$ cat config.mk
export PLATFORM = sky130hd
export DESIGN_NAME = fe_event_bank
export DESIGN_NICKNAME = d
export VERILOG_FILES = /design/src/rtl/fe_bank_pkg.sv /design/src/rtl/fe_wake_unit.sv /design/src/rtl/fe_irq_unit.sv /design/src/rtl/fe_func_slice.sv /design/src/rtl/fe_event_bank.sv
export SDC_FILE = /design/constraint.sdc
export NUM_CORES = 1
export LEC_CHECK = 0
export BUFFER_PORTS_ARGS = -buffer_cell sky130_fd_sc_hd__buf_2
export CAP_MARGIN = 20
export CORE_MARGIN = 2
export CORE_UTILIZATION = 47
export DETAILED_ROUTE_END_ITERATION = 8
export PLACE_DENSITY = 0.85
export SETUP_SLACK_MARGIN = 0.3
export SLEW_MARGIN = 20
export SYNTH_ARGS = -nofsm -noshare
export SYNTH_HDL_FRONTEND = slang
export SYNTH_SLANG_ARGS = --single-unit
export TNS_END_PERCENT = 20
$ cat constraint.sdc
create_clock -name clk -period 4.1 [get_ports clk]
set_clock_uncertainty 0.2 [all_clocks]
set_input_delay 0.41 -clock clk [delete_from_list [all_inputs] [get_ports clk]]
set_output_delay 0.41 -clock clk [all_outputs]
set_load 0.02 [all_outputs]
$ cat src/rtl/fe_bank_pkg.sv
package fe_bank_pkg;

    localparam int REG_W       = 16;
    localparam int NUM_IRQ     = 4;
    localparam int SLOT_BYTES  = 16;
    localparam int SLOT_LSB    = $clog2(SLOT_BYTES);

    // bit positions decoded by software
    localparam int WAKE_BIT    = 4;
    localparam int MASTER_BIT  = 14;
    localparam int INTR_BIT    = 15;
    localparam int SRC_LSB     = REG_W - NUM_IRQ;

    // register selector taken from address bits 3:2 within a slot
    typedef enum logic [1:0] {
        SEL_EVENT = 2'd0,
        SEL_MASK  = 2'd1,
        SEL_SRC   = 2'd2,
        SEL_PTR   = 2'd3
    } reg_sel_e;

    typedef struct packed {
        logic intr_pend;
        logic wake_pend;
    } evt_t;

    typedef struct packed {
        logic intr_mask;
        logic master_wake;
        logic wake_mask;
    } mask_t;

    typedef struct packed {
        logic wr_evt;
        logic wr_mask;
    } wr_strb_t;

    function automatic logic [REG_W-1:0] pack_event(input evt_t e);
        logic [REG_W-1:0] w;
        w = '0;
        w[WAKE_BIT] = e.wake_pend;
        w[INTR_BIT] = e.intr_pend;
        return w;
    endfunction

    function automatic logic [REG_W-1:0] pack_mask(input mask_t m);
        logic [REG_W-1:0] w;
        w = '0;
        w[WAKE_BIT]   = m.wake_mask;
        w[MASTER_BIT] = m.master_wake;
        w[INTR_BIT]   = m.intr_mask;
        return w;
    endfunction

    function automatic logic [REG_W-1:0] pack_src(input logic [NUM_IRQ-1:0] l);
        logic [REG_W-1:0] w;
        w = '0;
        w[SRC_LSB +: NUM_IRQ] = l;
        return w;
    endfunction

    // location word stored in the card's configuration data: offset with bit 0 set
    function automatic logic [REG_W-1:0] pointer_word(input int unsigned slot_offset);
        logic [REG_W-1:0] w;
        w = REG_W'(slot_offset);
        w[0] = 1'b1;
        return w;
    endfunction

endpackage

$ cat src/rtl/fe_wake_unit.sv
module fe_wake_unit
    import fe_bank_pkg::*;
(
    input  logic clk,
    input  logic por_rst,
    input  logic bus_rst,
    input  logic sys_rst,
    input  logic cardbus_mode,
    input  logic aud_wake,
    input  logic aud_wake_en,
    input  logic gpio_wake,
    input  logic gpio_wake_en,
    input  logic wr_evt,
    input  logic wr_mask,
    input  logic wd_wake_clr,
    input  logic wd_wake_mask,
    input  logic wd_master,
    output logic wake_pend,
    output logic wake_mask,
    output logic master_wake,
    output logic stschg
);

    logic set_evt;
    logic clr_evt;
    logic any_rst;

    assign set_evt = (aud_wake & aud_wake_en) | (gpio_wake & gpio_wake_en);
    assign clr_evt = wr_evt & wd_wake_clr;
    assign any_rst = por_rst | bus_rst | sys_rst;

    // pending bit lives in the power-on-only domain; set beats clear
    always_ff @(posedge clk) begin
        if (por_rst)
            wake_pend <= 1'b0;
        else if (set_evt)
            wake_pend <= 1'b1;
        else if (clr_evt)
            wake_pend <= 1'b0;
    end

    // master enable also survives bus and system reset
    always_ff @(posedge clk) begin
        if (por_rst)
            master_wake <= 1'b0;
        else if (wr_mask)
            master_wake <= wd_master;
    end

    // ordinary mask bit: any reset clears it
    always_ff @(posedge clk) begin
        if (any_rst)
            wake_mask <= 1'b0;
        else if (wr_mask)
            wake_mask <= wd_wake_mask;
    end

    assign stschg = cardbus_mode & master_wake & wake_mask & wake_pend;

    assert_set_wins_R11: assert property (@(posedge clk) disable iff (por_rst)
        set_evt |=> wake_pend)
        else $error("wake set lost");

    assert_hold_wake_R5: assert property (@(posedge clk) disable iff (por_rst)
        (!set_evt && !clr_evt) |=> $stable(wake_pend))
        else $error("wake pending changed without cause");

    assert_clear_wake_R4: assert property (@(posedge clk) disable iff (por_rst)
        (clr_evt && !set_evt) |=> !wake_pend)
        else $error("wake clear ignored");

    assert_master_keep_R5: assert property (@(posedge clk) disable iff (por_rst)
        !wr_mask |=> $stable(master_wake))
        else $error("master enable changed without write");

    assert_mask_reset_R9: assert property (@(posedge clk) disable iff (por_rst)
        (bus_rst || sys_rst) |=> !wake_mask)
        else $error("wake mask survived reset");

endmodule

$ cat src/rtl/fe_irq_unit.sv
module fe_irq_unit
    import fe_bank_pkg::*;
(
    input  logic               clk,
    input  logic               por_rst,
    input  logic               bus_rst,
    input  logic               sys_rst,
    input  logic [NUM_IRQ-1:0] irq_src,
    input  logic               wr_evt,
    input  logic               wr_mask,
    input  logic               wd_intr_clr,
    input  logic               wd_intr_mask,
    output logic [NUM_IRQ-1:0] src_lat,
    output logic               intr_mask,
    output logic               intr_pend
);

    logic clr_all;
    logic lat_rst;
    logic any_rst;

    assign clr_all = wr_evt & wd_intr_clr;
    assign lat_rst = por_rst | bus_rst;
    assign any_rst = por_rst | bus_rst | sys_rst;

    // one latch per source; a source in the same cycle as the clear wins
    for (genvar i = 0; i < NUM_IRQ; i++) begin : g_lat
        always_ff @(posedge clk) begin
            if (lat_rst)
                src_lat[i] <= 1'b0;
            else if (irq_src[i])
                src_lat[i] <= 1'b1;
            else if (clr_all)
                src_lat[i] <= 1'b0;
        end
    end

    always_ff @(posedge clk) begin
        if (any_rst)
            intr_mask <= 1'b0;
        else if (wr_mask)
            intr_mask <= wd_intr_mask;
    end

    assign intr_pend = (|src_lat) & intr_mask;

    assert_bus_clears_R8: assert property (@(posedge clk) disable iff (por_rst)
        bus_rst |=> (src_lat == '0))
        else $error("latches survived bus reset");

    assert_sys_keeps_R8: assert property (@(posedge clk) disable iff (por_rst)
        (sys_rst && !bus_rst && !clr_all) |=> (src_lat == ($past(src_lat) | $past(irq_src))))
        else $error("system reset touched latches");

    assert_clear_all_R7: assert property (@(posedge clk) disable iff (por_rst)
        (clr_all && !bus_rst) |=> (src_lat == $past(irq_src)))
        else $error("write-one clear left stale latches");

    assert_src_sets_R11: assert property (@(posedge clk) disable iff (por_rst)
        (!bus_rst && (|irq_src)) |=> ((src_lat & $past(irq_src)) == $past(irq_src)))
        else $error("source event lost");

    assert_mask_reset_R9: assert property (@(posedge clk) disable iff (por_rst)
        (bus_rst || sys_rst) |=> !intr_mask)
        else $error("interrupt mask survived reset");

endmodule

$ cat src/rtl/fe_func_slice.sv
module fe_func_slice
    import fe_bank_pkg::*;
(
    input  logic               clk,
    input  logic               por_rst,
    input  logic               bus_rst,
    input  logic               sys_rst,
    input  logic               cardbus_mode,
    input  logic               aud_wake,
    input  logic               aud_wake_en,
    input  logic               gpio_wake,
    input  logic               gpio_wake_en,
    input  logic [NUM_IRQ-1:0] irq_src,
    input  wr_strb_t           strb,
    input  logic               wd_wake,
    input  logic               wd_master,
    input  logic               wd_intr,
    output evt_t               evt,
    output mask_t              mask,
    output logic [NUM_IRQ-1:0] src_lat,
    output logic               stschg,
    output logic               intr_pend
);

    logic wake_pend;
    logic wake_mask;
    logic master_wake;
    logic intr_mask;

    fe_wake_unit u_wake (
        .clk          (clk),
        .por_rst      (por_rst),
        .bus_rst      (bus_rst),
        .sys_rst      (sys_rst),
        .cardbus_mode (cardbus_mode),
        .aud_wake     (aud_wake),
        .aud_wake_en  (aud_wake_en),
        .gpio_wake    (gpio_wake),
        .gpio_wake_en (gpio_wake_en),
        .wr_evt       (strb.wr_evt),
        .wr_mask      (strb.wr_mask),
        .wd_wake_clr  (wd_wake),
        .wd_wake_mask (wd_wake),
        .wd_master    (wd_master),
        .wake_pend    (wake_pend),
        .wake_mask    (wake_mask),
        .master_wake  (master_wake),
        .stschg       (stschg)
    );

    fe_irq_unit u_irq (
        .clk          (clk),
        .por_rst      (por_rst),
        .bus_rst      (bus_rst),
        .sys_rst      (sys_rst),
        .irq_src      (irq_src),
        .wr_evt       (strb.wr_evt),
        .wr_mask      (strb.wr_mask),
        .wd_intr_clr  (wd_intr),
        .wd_intr_mask (wd_intr),
        .src_lat      (src_lat),
        .intr_mask    (intr_mask),
        .intr_pend    (intr_pend)
    );

    always_comb begin
        evt.wake_pend    = wake_pend;
        evt.intr_pend    = intr_pend;
        mask.wake_mask   = wake_mask;
        mask.master_wake = master_wake;
        mask.intr_mask   = intr_mask;
    end

    assert_stschg_gate_R10: assert property (@(posedge clk) disable iff (por_rst)
        stschg |-> (mask.master_wake && mask.wake_mask && evt.wake_pend))
        else $error("status change without all enables");

endmodule

$ cat src/rtl/fe_event_bank.sv
module fe_event_bank
    import fe_bank_pkg::*;
#(
    parameter int NUM_FUNC = 3,
    parameter int ADDR_W   = 12,
    parameter int EVT_BASE = 'h100
) (
    input  logic                    clk,
    input  logic                    por_rst,
    input  logic                    bus_rst,
    input  logic                    sys_rst,
    input  logic                    cardbus_mode,
    input  logic [NUM_FUNC-1:0]     aud_wake,
    input  logic [NUM_FUNC-1:0]     aud_wake_en,
    input  logic [NUM_FUNC-1:0]     gpio_wake,
    input  logic [NUM_FUNC-1:0]     gpio_wake_en,
    input  logic [NUM_FUNC*4-1:0]   irq_src,
    input  logic                    reg_wr,
    input  logic [ADDR_W-1:0]       reg_addr,
    input  logic [REG_W-1:0]        reg_wdata,
    output logic [REG_W-1:0]        reg_rdata,
    output logic [NUM_FUNC-1:0]     stschg,
    output logic [NUM_FUNC-1:0]     intr_pend
);

    localparam int TAG_W = ADDR_W - SLOT_LSB;

    reg_sel_e                 sel;
    logic                     word_ok;
    logic [NUM_FUNC-1:0]      hit;
    wr_strb_t                 strb   [NUM_FUNC];
    evt_t                     evt    [NUM_FUNC];
    mask_t                    mask   [NUM_FUNC];
    logic [NUM_IRQ-1:0]       src_lat[NUM_FUNC];
    logic [REG_W-1:0]         slot_rd[NUM_FUNC];

    assign sel     = reg_sel_e'(reg_addr[3:2]);
    assign word_ok = (reg_addr[1:0] == 2'b00);

    for (genvar f = 0; f < NUM_FUNC; f++) begin : g_func
        localparam int            SLOT_OFF = EVT_BASE + f * SLOT_BYTES;
        localparam logic [ADDR_W-1:0] SLOT_ADR = ADDR_W'(SLOT_OFF);

        assign hit[f] = word_ok && (reg_addr[ADDR_W-1:SLOT_LSB] == SLOT_ADR[ADDR_W-1:SLOT_LSB]);

        always_comb begin
            strb[f].wr_evt  = reg_wr && hit[f] && (sel == SEL_EVENT);
            strb[f].wr_mask = reg_wr && hit[f] && (sel == SEL_MASK);
        end

        fe_func_slice u_slice (
            .clk          (clk),
            .por_rst      (por_rst),
            .bus_rst      (bus_rst),
            .sys_rst      (sys_rst),
            .cardbus_mode (cardbus_mode),
            .aud_wake     (aud_wake[f]),
            .aud_wake_en  (aud_wake_en[f]),
            .gpio_wake    (gpio_wake[f]),
            .gpio_wake_en (gpio_wake_en[f]),
            .irq_src      (irq_src[f*NUM_IRQ +: NUM_IRQ]),
            .strb         (strb[f]),
            .wd_wake      (reg_wdata[WAKE_BIT]),
            .wd_master    (reg_wdata[MASTER_BIT]),
            .wd_intr      (reg_wdata[INTR_BIT]),
            .evt          (evt[f]),
            .mask         (mask[f]),
            .src_lat      (src_lat[f]),
            .stschg       (stschg[f]),
            .intr_pend    (intr_pend[f])
        );

        always_comb begin
            slot_rd[f] = '0;
            if (hit[f]) begin
                unique case (sel)
                    SEL_EVENT: slot_rd[f] = pack_event(evt[f]);
                    SEL_MASK:  slot_rd[f] = pack_mask(mask[f]);
                    SEL_SRC:   slot_rd[f] = pack_src(src_lat[f]);
                    SEL_PTR:   slot_rd[f] = pointer_word(SLOT_OFF);
                endcase
            end
        end
    end

    always_comb begin
        reg_rdata = '0;
        for (int f = 0; f < NUM_FUNC; f++)
            reg_rdata = reg_rdata | slot_rd[f];
    end

    always_comb begin
        if (!por_rst)
            assert_one_slot_R12: assert ($onehot0(hit))
                else $error("address decodes to several functions");
    end

    assert_cardbus_gate_R10: assert property (@(posedge clk) disable iff (por_rst)
        !cardbus_mode |-> (stschg == '0))
        else $error("status change outside CardBus mode");

endmodule

==> impl_metrics.ini, run 1 <==
[critical_path]
startpoint_types = flip-flop
ff2ff_path_depth = 1
regToRegSetupSlack_ns = 3.23
worstSetupPathType = reg -> out
worst_r2r_startpoint = g_func[0].u_slice.u_irq.src_lat[2]
critPathArrivalTime_ns = 1.73
crit_path_max_fanout = 3
worst_setup_path_end_kind = output port
worstReg2RegEnd = g_func[0].u_slice.u_irq.src_lat[2]
cp.required_ns = 3.49

[sta]
finalHoldViolCount = 0
maximum_operating_frequency_mhz = 427
maxSlewHeadroom_pct = 48.3
setup_violations = 0
min_period_ns = 2.34
share_of_the_cycle_needed_by_the_critical_path_after_routing_pct = 57.2
slew_viol_final = 0
worst-slew-pin-transition_ns = 0.773
unrepaired_setup_endpoints_after_global_routing = no
finalSetupTns_ns = 0

[routing]
via_count = 1348
wl_per_cell_um = 14.2
vias_per_cell = 5.71
postRouteWirelength_um = 3340
firstDrtPassIters = 4
ant_nets = 0
remaining_drc_errors = 0
drt_first_iter_violations = 78

[synthesis]
share_of_the_synthesized_area_in_the_top_cell_type_pct = 34.6
ys_top_cells_by_count = sky130_fd_sc_hd__dfxtp_1 (24), sky130_fd_sc_hd__nor2_1 (22), sky130_fd_sc_hd__buf_4 (15)
syn-instance-count = 157
post_synthesis_sequential_element_count = 24
synth_area_leader_cell = sky130_fd_sc_hd__dfxtp_1
synth-edff-count = 0
synth_async_sr_flop_share_pct = 0
post_synth_main_area_contributors = sky130_fd_sc_hd__dfxtp_1 (35%), sky130_fd_sc_hd__buf_4 (8.1%), sky130_fd_sc_hd__mux2i_1 (7.9%), sky130_fd_sc_hd__nor2_1 (5.9%), sky130_fd_sc_hd__a22o_1 (5.7%)
dominant_cell_by_count_in_the_synthesized_netlist = sky130_fd_sc_hd__dfxtp_1
post_synth_cell_types = 41
mappedNetlistArea_mm2 = 0.00139
yosys_warnings = 0
post_syn_area_per_cell_um2 = 8.85
yosys_most_used_dff = sky130_fd_sc_hd__dfxtp_1
yosysSeqAreaShare_pct = 34.6

[global_routing]
grtUsageTotal_pct = 21.1
global_route.overflow_total = 0
first_global_vias = 1273
pin_count_of_the_biggest_net_entering_global_routing = 14
grt_antenna_before_repair = 0
grt_first_pass_wirelength_um = 5580

[cells_and_area]
final_layout_size_suffix_gt1_share_pct = 36.1
final_net_count = 264
final_util_pct = 59.4
area_growth_syn_to_layout_pct = 18.9
num_antenna_cells = 0

[hold_path]
hold-path-cell-count = 2
hp-start = irq_src[11]
min-delay-path-class = in -> reg
worstHoldEndpoint = g_func[2].u_slice.u_irq.src_lat[3]

[cts]
clock_latency_on_the_worst_skew_pair_ns = 0.32
cts_tree = yes
cts_max_path_buffers = 2
clk_root_buffer_cell = sky130_fd_sc_hd__clkbuf_4
postCtsResizedCells = 0
post-cts-setup-buffers = 0
clk_pin_slew_ns = 0.12
clock_sink_count = 24
tritoncts.num_buffers = 3
cts-hold-fix-buffers = 0
cts-htree-levels = 1

[placed_design]
place_hpwl_um = 2670
gp_congestion = 0.899
portBuffers = 58

[pwr]
design_power_total_mw = 0.447
power_switching_share_pct = 25.8
power_frac_seq_pct = 56.1
power.static_leakage_nw = 0.791
pwr_density_cell_mw_per_mm2 = 270
gate_power_share_pct = 16.2
switching_power_mw = 0.115
ir_worst_vdd_uv = 213
p_int_mw = 0.331
pwr-share-clk_pct = 27.7

[outcome]
status = finished clean

[floorplan]
die_height_um = 58.4
die_area_mm2 = 0.00341
placementRows = 19
initial_utilization_pct = 49.9
io-pin-count = 80
die_x_um = 58.4
core_area_mm2 = 0.00278

[run]
max_cap_violations = 0
critical path: stages, from the launching register on:
cell and delay (ns):
sky130_fd_sc_hd__dfxtp_1 0.34, sky130_fd_sc_hd__or4_1 0.56, sky130_fd_sc_hd__o2111ai_1 0.21, sky130_fd_sc_hd__o211ai_1 0.13, sky130_fd_sc_hd__buf_2 0.18
cells by family after synthesis:
family / count (synthesis) / share of synthesized area, %
buffers and inverters: 24 / 10.6
and+or+nand+nor: 52 / 20.5
muxes: 14 / 11.2
AOI/OAI and AO/OA: 42 / 22.8
other: 1 / 0.270
DFF: 24 / 34.6
placed cells by master, fill, tap and decap left out, types with 3 or more instances in the layout:
cell type / netlist / layout
sky130_fd_sc_hd__nor2b_1: 3 / 3
sky130_fd_sc_hd__conb_1: 1 / 8
sky130_fd_sc_hd__nand3_1: 3 / 3
sky130_fd_sc_hd__a22o_1: 9 / 9
sky130_fd_sc_hd__nor2_1: 22 / 22
sky130_fd_sc_hd__a22o_2: 4 / 4
sky130_fd_sc_hd__buf_2: 1 / 58
sky130_fd_sc_hd__a22oi_1: 4 / 4
sky130_fd_sc_hd__dfxtp_1: 24 / 24
sky130_fd_sc_hd__o21ai_0: 4 / 4
sky130_fd_sc_hd__and4_1: 3 / 3
sky130_fd_sc_hd__nand2_1: 5 / 5
sky130_fd_sc_hd__clkbuf_4: 0 / 3
sky130_fd_sc_hd__mux2i_1: 11 / 11
sky130_fd_sc_hd__a21oi_1: 8 / 8
layer usage:
metal	up-vias	GRT usage, %	part of all wire (%)
met4	0	11.0	2.2
li1	667	-	-
met1	604	27.1	43
met2	70	34.0	47
met5	-	0	0
met3	7	3.30	7.8
state kept, by name, indices dropped and copies added (netlist names):
register                           flops
g_func.u_slice.u_irq.intr_mask         3
g_func.u_slice.u_irq.src_lat          12
g_func.u_slice.u_wake.wake_mask        3
g_func.u_slice.u_wake.master_wake      3
g_func.u_slice.u_wake.wake_pend        3
layout make-up:
cell class / instances / area [um2]
Tap cell: 31 / 38.8
Inverter: 1 / 3.75
Fill cell: 255 / 1130
Timing Repair Buffer: 60 / 305
Clock buffer: 4 / 36.3
Multi-Input combinational cell: 116 / 787
Sequential cell: 24 / 480
per-stage QoR:
step	std cells	instance area, um2	setup WS (ns)	hold slack, ns
floorplan	164	1420	1.25	0.257
global placement	232	1620	1.80	0.279
detailed placement	232	1620	1.78	0.284
global route	236	1650	1.62	0.0837
CTS	236	1650	1.75	0.0928
finish	236	1650	1.76	0.0939
power by group through the flow:
stage	Combinational [mW]	Sequential [mW]	Clock (mW)
after detailed placement	0.0716	0.256	0
after CTS	0.0719	0.250	0.125
after global placement	0.0699	0.256	0
after global routing	0.0808	0.252	0.137
after floorplan	0.0485	0.253	0
final	0.0723	0.251	0.124
worst max-delay path by stage:
stage,start,endpoint,cells after the start
4_1_cts,g_func[0].u_slice.u_irq.src_lat[3],reg_rdata[15],4
3_5_place_dp,reg_addr[9],reg_rdata[15],6
6_report,g_func[0].u_slice.u_irq.src_lat[3],reg_rdata[15],4
3_3_place_gp,reg_addr[9],reg_rdata[15],6
2_1_floorplan,reg_addr[9],reg_rdata[8],4
5_1_grt,reg_addr[9],reg_rdata[8],6
No activity file was read; power rests on OpenSTA's default activity.
==> run 2, diff against run 1 <==
--- a/config.mk
+++ b/config.mk
@@ -8,9 +8,9 @@
 export BUFFER_PORTS_ARGS = -buffer_cell sky130_fd_sc_hd__buf_2
 export CAP_MARGIN = 20
 export CORE_MARGIN = 2
-export CORE_UTILIZATION = 47
+export CORE_UTILIZATION = 43
 export DETAILED_ROUTE_END_ITERATION = 8
-export PLACE_DENSITY = 0.85
+export PLACE_DENSITY = 0.79
 export SETUP_SLACK_MARGIN = 0.3
 export SLEW_MARGIN = 20
 export SYNTH_ARGS = -nofsm -noshare
==> constraint.sdc (replaced) <==
create_clock -name clk -period 2.3 [get_ports clk]
set_clock_uncertainty 0.2 [all_clocks]
set_input_delay 0.23 -clock clk [delete_from_list [all_inputs] [get_ports clk]]
set_output_delay 0.23 -clock clk [all_outputs]
set_load 0.02 [all_outputs]
==> impl_metrics.ini, run 2 (same netlist as run 1, synthesis figures left out) <==
[run]
max_cap_violations = 0

[outcome]
status = finished clean

[cts]
cts_max_path_buffers = 2
cts-htree-levels = 1
clock_latency_on_the_worst_skew_pair_ns = 0.32
tritoncts.num_buffers = 3
clk_root_buffer_cell = sky130_fd_sc_hd__clkbuf_4
clock_sink_count = 24
clk_pin_slew_ns = 0.13
cts_tree = yes

[routing]
drt_first_iter_violations = 94
wl_per_cell_um = 15.5
remaining_drc_errors = 0
via_count = 1557
firstDrtPassIters = 5
ant_nets = 0
postRouteWirelength_um = 4260
vias_per_cell = 5.68

[critical_path]
critPathArrivalTime_ns = 1.69
worstSetupPathType = reg -> out
ff2ff_path_depth = 3
cp.required_ns = 1.87
startpoint_types = flip-flop
cp.buffers_inverters = 1
worst_r2r_startpoint = g_func[2].u_slice.u_wake.master_wake
critical-path-top-delay-family = compound AO/OA/AOI/OAI gates
worst_setup_path_end_kind = output port
worstReg2RegEnd = g_func[2].u_slice.u_wake.master_wake
crit_chain = o41a_1 -> a21oi_2 -> a2bb2oi_2 -> o211ai_1 -> buf_4
crit_path_top_delay_cell = sky130_fd_sc_hd__o41a_1
critical-path-max-stage-delay_ns = 0.44
crit_path_max_fanout = 3
regToRegSetupSlack_ns = 0.89

[global_routing]
grt_antenna_before_repair = 0
global_route.overflow_total = 0
grtUsageTotal_pct = 24.9
grt_first_pass_wirelength_um = 6780
pin_count_of_the_biggest_net_entering_global_routing = 15
first_global_vias = 1427

[sta]
finalSetupTns_ns = 0
min_period_ns = 2.12
unrepaired_setup_endpoints_after_global_routing = yes
slew_viol_final = 0
maximum_operating_frequency_mhz = 472
setup_violations = 0
finalHoldViolCount = 0
share_of_the_cycle_needed_by_the_critical_path_after_routing_pct = 92.2

[placed_design]
area_post_placement_mm2 = 0.00166
place_hpwl_um = 2780
portBuffers = 58
gp_congestion = 0.852

[floorplan]
initial_utilization_pct = 45.5
placementRows = 20
die_area_mm2 = 0.00370
die_x_um = 60.8
core_area_mm2 = 0.00305
io-pin-count = 80
die_height_um = 60.8

[pwr]
power_switching_share_pct = 24.5
pwr_density_cell_mw_per_mm2 = 472
power_frac_seq_pct = 48.3
ir_worst_vdd_uv = 296
gate_power_share_pct = 19.0
pwr-share-clk_pct = 32.7
p_int_mw = 0.703
design_power_total_mw = 0.930
power.static_leakage_nw = 0.913
switching_power_mw = 0.228

[cells_and_area]
final_net_count = 289
final_util_pct = 64.5
seqCellArea_um2 = 485
layout.cells.most_common_list = sky130_fd_sc_hd__buf_2 (57), sky130_fd_sc_hd__nor2_1 (22), sky130_fd_sc_hd__dlygate4sd3_1 (21)
largest_register_ff_count = 12
multiInputGateArea_um2 = 825
fillerInstances = 259
final_design_area_no_fill_mm2 = 0.00197
num_antenna_cells = 0
area_growth_syn_to_layout_pct = 41.8
most_flop_heavy_register = g_func.u_slice.u_irq.src_lat
final_layout_size_suffix_gt1_share_pct = 38.7
layout.cells.most_common = sky130_fd_sc_hd__buf_2

[hold_path]
worstHoldEndpoint = g_func[0].u_slice.u_wake.wake_mask
hp-start = reg_wdata[4]
hold-path-cell-count = 3
min-delay-path-class = in -> reg
run 2: changes by cell type in the layout (fill, tap and decap cells not counted), moves of 4 or more:
cell                            change
sky130_fd_sc_hd__dlygate4sd3_1     +21
sky130_fd_sc_hd__buf_4              +5
sky130_fd_sc_hd__dfxtp_1            -4
sky130_fd_sc_hd__dfxtp_2            +4
run 2: stage by stage:
step	instances	setup slack (ns)	hold slack (ns)
after floorplan	164	0.319	0.163
after global placement	247	0.215	0.250
after detailed placement	247	0.194	0.249
after CTS	273	0.158	0.000419
after global routing	274	0.121	0.0291
final	274	0.180	0.00520
run 2: worst max path at each step:
stage | start | endpoint | slack [ns] | cells after the start
after floorplan | reg_addr[9] | reg_rdata[8] | 0.32 | 4
after global placement | reg_addr[9] | g_func[1].u_slice.u_wake.wake_mask | 0.22 | 5
after detailed placement | reg_addr[1] | g_func[1].u_slice.u_irq.intr_mask | 0.19 | 5
after CTS | g_func[0].u_slice.u_irq.src_lat[0] | reg_rdata[15] | 0.16 | 4
after global routing | g_func[2].u_slice.u_irq.src_lat[3] | reg_rdata[15] | 0.12 | 5
final | g_func[2].u_slice.u_irq.src_lat[0] | reg_rdata[15] | 0.18 | 5
run 2: power by group through the flow:
| stage | clock network, mW | logic [mW] | registers (mW) |
|---|---|---|---|
| after floorplan | 0 | 0.0875 | 0.451 |
| after CTS | 0.311 | 0.166 | 0.448 |
| final | 0.305 | 0.177 | 0.449 |
| after detailed placement | 0 | 0.134 | 0.456 |
| after global routing | 0.322 | 0.192 | 0.451 |
| after global placement | 0 | 0.131 | 0.456 |
run 2: area by class of cell:
class / count / area share, %
repair buffers: 85 / 27.8
well taps: 44 / 2.80
clock inverters: 1 / 1.52
multi-input cells: 116 / 41.9
inverters: 1 / 0.191
clock buffers: 3 / 1.14
flip-flops and latches: 24 / 24.7
run 2: worst min-delay path, cell delays in order:
cell and delay [ns]:
sky130_fd_sc_hd__buf_2 0.12, sky130_fd_sc_hd__mux2i_1 0.07, sky130_fd_sc_hd__nor2_1 0.07
run 2: timing repair:
| item | 4_1_cts | 5_1_grt |
|---|---|---|
| hold buffers | 21 | 0 |
| buffers inserted | 1 | 1 |
| endpoints found under the setup margin | 2 | 2 |
| pin swaps | 2 | 2 |
| resized for setup | 7 | 2 |
| endpoints found under the hold margin | 20 | 0 |
run 2: layer usage:
layer  track usage, %  vias up  share of wire [%]
li1                 -      709                  -
met1             30.6      708                 39
met2             42.7      115                 47
met3             3.41       25                8.7
met4             12.4        0                4.7
met5                0        -                  0
==> run 3, diff against run 2 <==
--- a/config.mk
+++ b/config.mk
@@ -7,6 +7,7 @@
 export LEC_CHECK = 0
 export BUFFER_PORTS_ARGS = -buffer_cell sky130_fd_sc_hd__buf_2
 export CAP_MARGIN = 20
+export CORE_ASPECT_RATIO = 1.1
 export CORE_MARGIN = 2
 export CORE_UTILIZATION = 43
 export DETAILED_ROUTE_END_ITERATION = 8
==> impl_metrics.ini, run 3 (same netlist as run 1, synthesis figures left out) <==
[routing]
postRouteWirelength_um = 3870
ant_nets = 0
vias_per_cell = 5.52
wl_per_cell_um = 14.7
via_count = 1458
firstDrtPassIters = 4
remaining_drc_errors = 0
drt_first_iter_violations = 49

[placed_design]
gp_congestion = 0.857
place_ws_ns = 0.211
portBuffers = 58
place_hpwl_um = 2720

[cells_and_area]
multiInputGateArea_um2 = 825
largest_register_ff_count = 12
layout.cells.most_common_list = sky130_fd_sc_hd__buf_2 (57), sky130_fd_sc_hd__dlygate4sd3_1 (23), sky130_fd_sc_hd__nor2_1 (22)
final_net_count = 290
final_util_pct = 63.0
fillerInstances = 255
final_layout_size_suffix_gt1_share_pct = 37.4
seqCellArea_um2 = 484
area_growth_syn_to_layout_pct = 39.5
num_antenna_cells = 0
layout.cells.most_common = sky130_fd_sc_hd__buf_2
most_flop_heavy_register = g_func.u_slice.u_irq.src_lat

[floorplan]
die_x_um = 58.2
placementRows = 21
io-pin-count = 80
core_area_mm2 = 0.00307
initial_utilization_pct = 45.2
die_height_um = 63.6
die_area_mm2 = 0.00370

[sta]
share_of_the_cycle_needed_by_the_critical_path_after_routing_pct = 93.0
setup_ws_ns = 0.160
unrepaired_setup_endpoints_after_global_routing = yes
finalHoldViolCount = 0
slew_viol_final = 0
min_period_ns = 2.14
worst_hold_slack_ns = 0.0788
finalSetupTns_ns = 0
maximum_operating_frequency_mhz = 467
setup_violations = 0

[pwr]
power.static_leakage_nw = 0.902
pwr_density_cell_mw_per_mm2 = 413
ir_worst_vdd_uv = 292

[cts]
cts_tree = yes
clock_sink_count = 24
clock_latency_on_the_worst_skew_pair_ns = 0.31
clk_pin_slew_ns = 0.12
clk_root_buffer_cell = sky130_fd_sc_hd__clkbuf_4
cts_max_path_buffers = 2
tritoncts.num_buffers = 3
cts-htree-levels = 1

[global_routing]
grt_antenna_before_repair = 0
global_route.overflow_total = 0
grt_first_pass_wirelength_um = 6040
grtUsageTotal_pct = 20.8
first_global_vias = 1356
pin_count_of_the_biggest_net_entering_global_routing = 13

[critical_path]
critPathArrivalTime_ns = 1.71
critPathLaunch = g_func[0].u_slice.u_irq.src_lat[3]
cp.buffers_inverters = 1
worstSetupPathType = reg -> out
critical-path-max-stage-delay_ns = 0.55
startpoint_types = flip-flop
critical_path_cell_count = 4
crit_path_top_delay_cell = sky130_fd_sc_hd__or4_4
critical-path-top-delay-family = simple AND/OR/NAND/NOR gates
crit_path_max_fanout = 2
cp.required_ns = 1.87
ff2ff_path_depth = 3
crit_chain = or4_4 -> o2111ai_2 -> o211ai_1 -> buf_4
worst_r2r_startpoint = g_func[0].u_slice.u_wake.master_wake
worst_setup_path_end_kind = output port

[hold_path]
hold-path-cell-count = 3
min-delay-path-class = in -> reg
hp-start = sys_rst

[outcome]
status = finished clean

[run]
max_cap_violations = 0
-- run 3: cell count changes in the layout (fill, tap and decap cells not counted), sizes merged --
cell | before | now
dlygate4sd3 | 21 | 23
bufinv | 1 | 0
buf | 64 | 63
-- run 3: power breakdown --
part	internal, mW	switching [mW]
clock network	0.0612	0.119
logic	0.0930	0.0790
registers	0.433	0.0153
total	0.587	0.213
-- run 3: area by class of cell --
| class | count | area share [%] |
|---|---|---|
| well taps | 34 | 2.19 |
| multi-input cells | 116 | 42.5 |
| repair buffers | 86 | 28.9 |
| inverters | 1 | 0.194 |
| clock buffers | 3 | 1.16 |
| flip-flops and latches | 24 | 25.0 |
-- run 3: tightest hold or removal path, cell delays in order --
cell and delay [ns]:
sky130_fd_sc_hd__buf_2 0.07, sky130_fd_sc_hd__or3_1 0.18, sky130_fd_sc_hd__nor2_1 0.07
-- run 3: what timing repair did --
item	CTS	global route
hold buffers	23	0
setup endpoints to repair	1	2
gates resized for setup	6	2
endpoints found under the hold margin	20	0
setup buffers	1	0
pin swaps	1	1
-- run 3: final timing paths --
kind	end	slack [ns]
max	reg_rdata[15]	0.16
min	g_func[1].u_slice.u_wake.wake_mask	0.08
max reg2reg	g_func[0].u_slice.u_wake.master_wake	0.92
min reg2reg	g_func[2].u_slice.u_irq.src_lat[0]	0.30
-- run 3: layer usage --
| metal | part of all wire [%] | track usage [%] | vias to the layer above |
|---|---|---|---|
| li1 | - | - | 716 |
| met1 | 42 | 26.5 | 656 |
| met2 | 49 | 34.5 | 77 |
| met3 | 7.0 | 2.26 | 9 |
| met4 | 2.2 | 9.88 | 0 |
| met5 | 0 | 0 | - |
-- run 3: per-stage QoR --
stage	std cells	instance area (um2)	power [mW]
floorplan	164	1430	0.538
global placement	237	1650	0.586
detailed placement	237	1650	0.589
CTS	264	1930	0.797
global route	264	1940	0.835
finish	264	1940	0.800
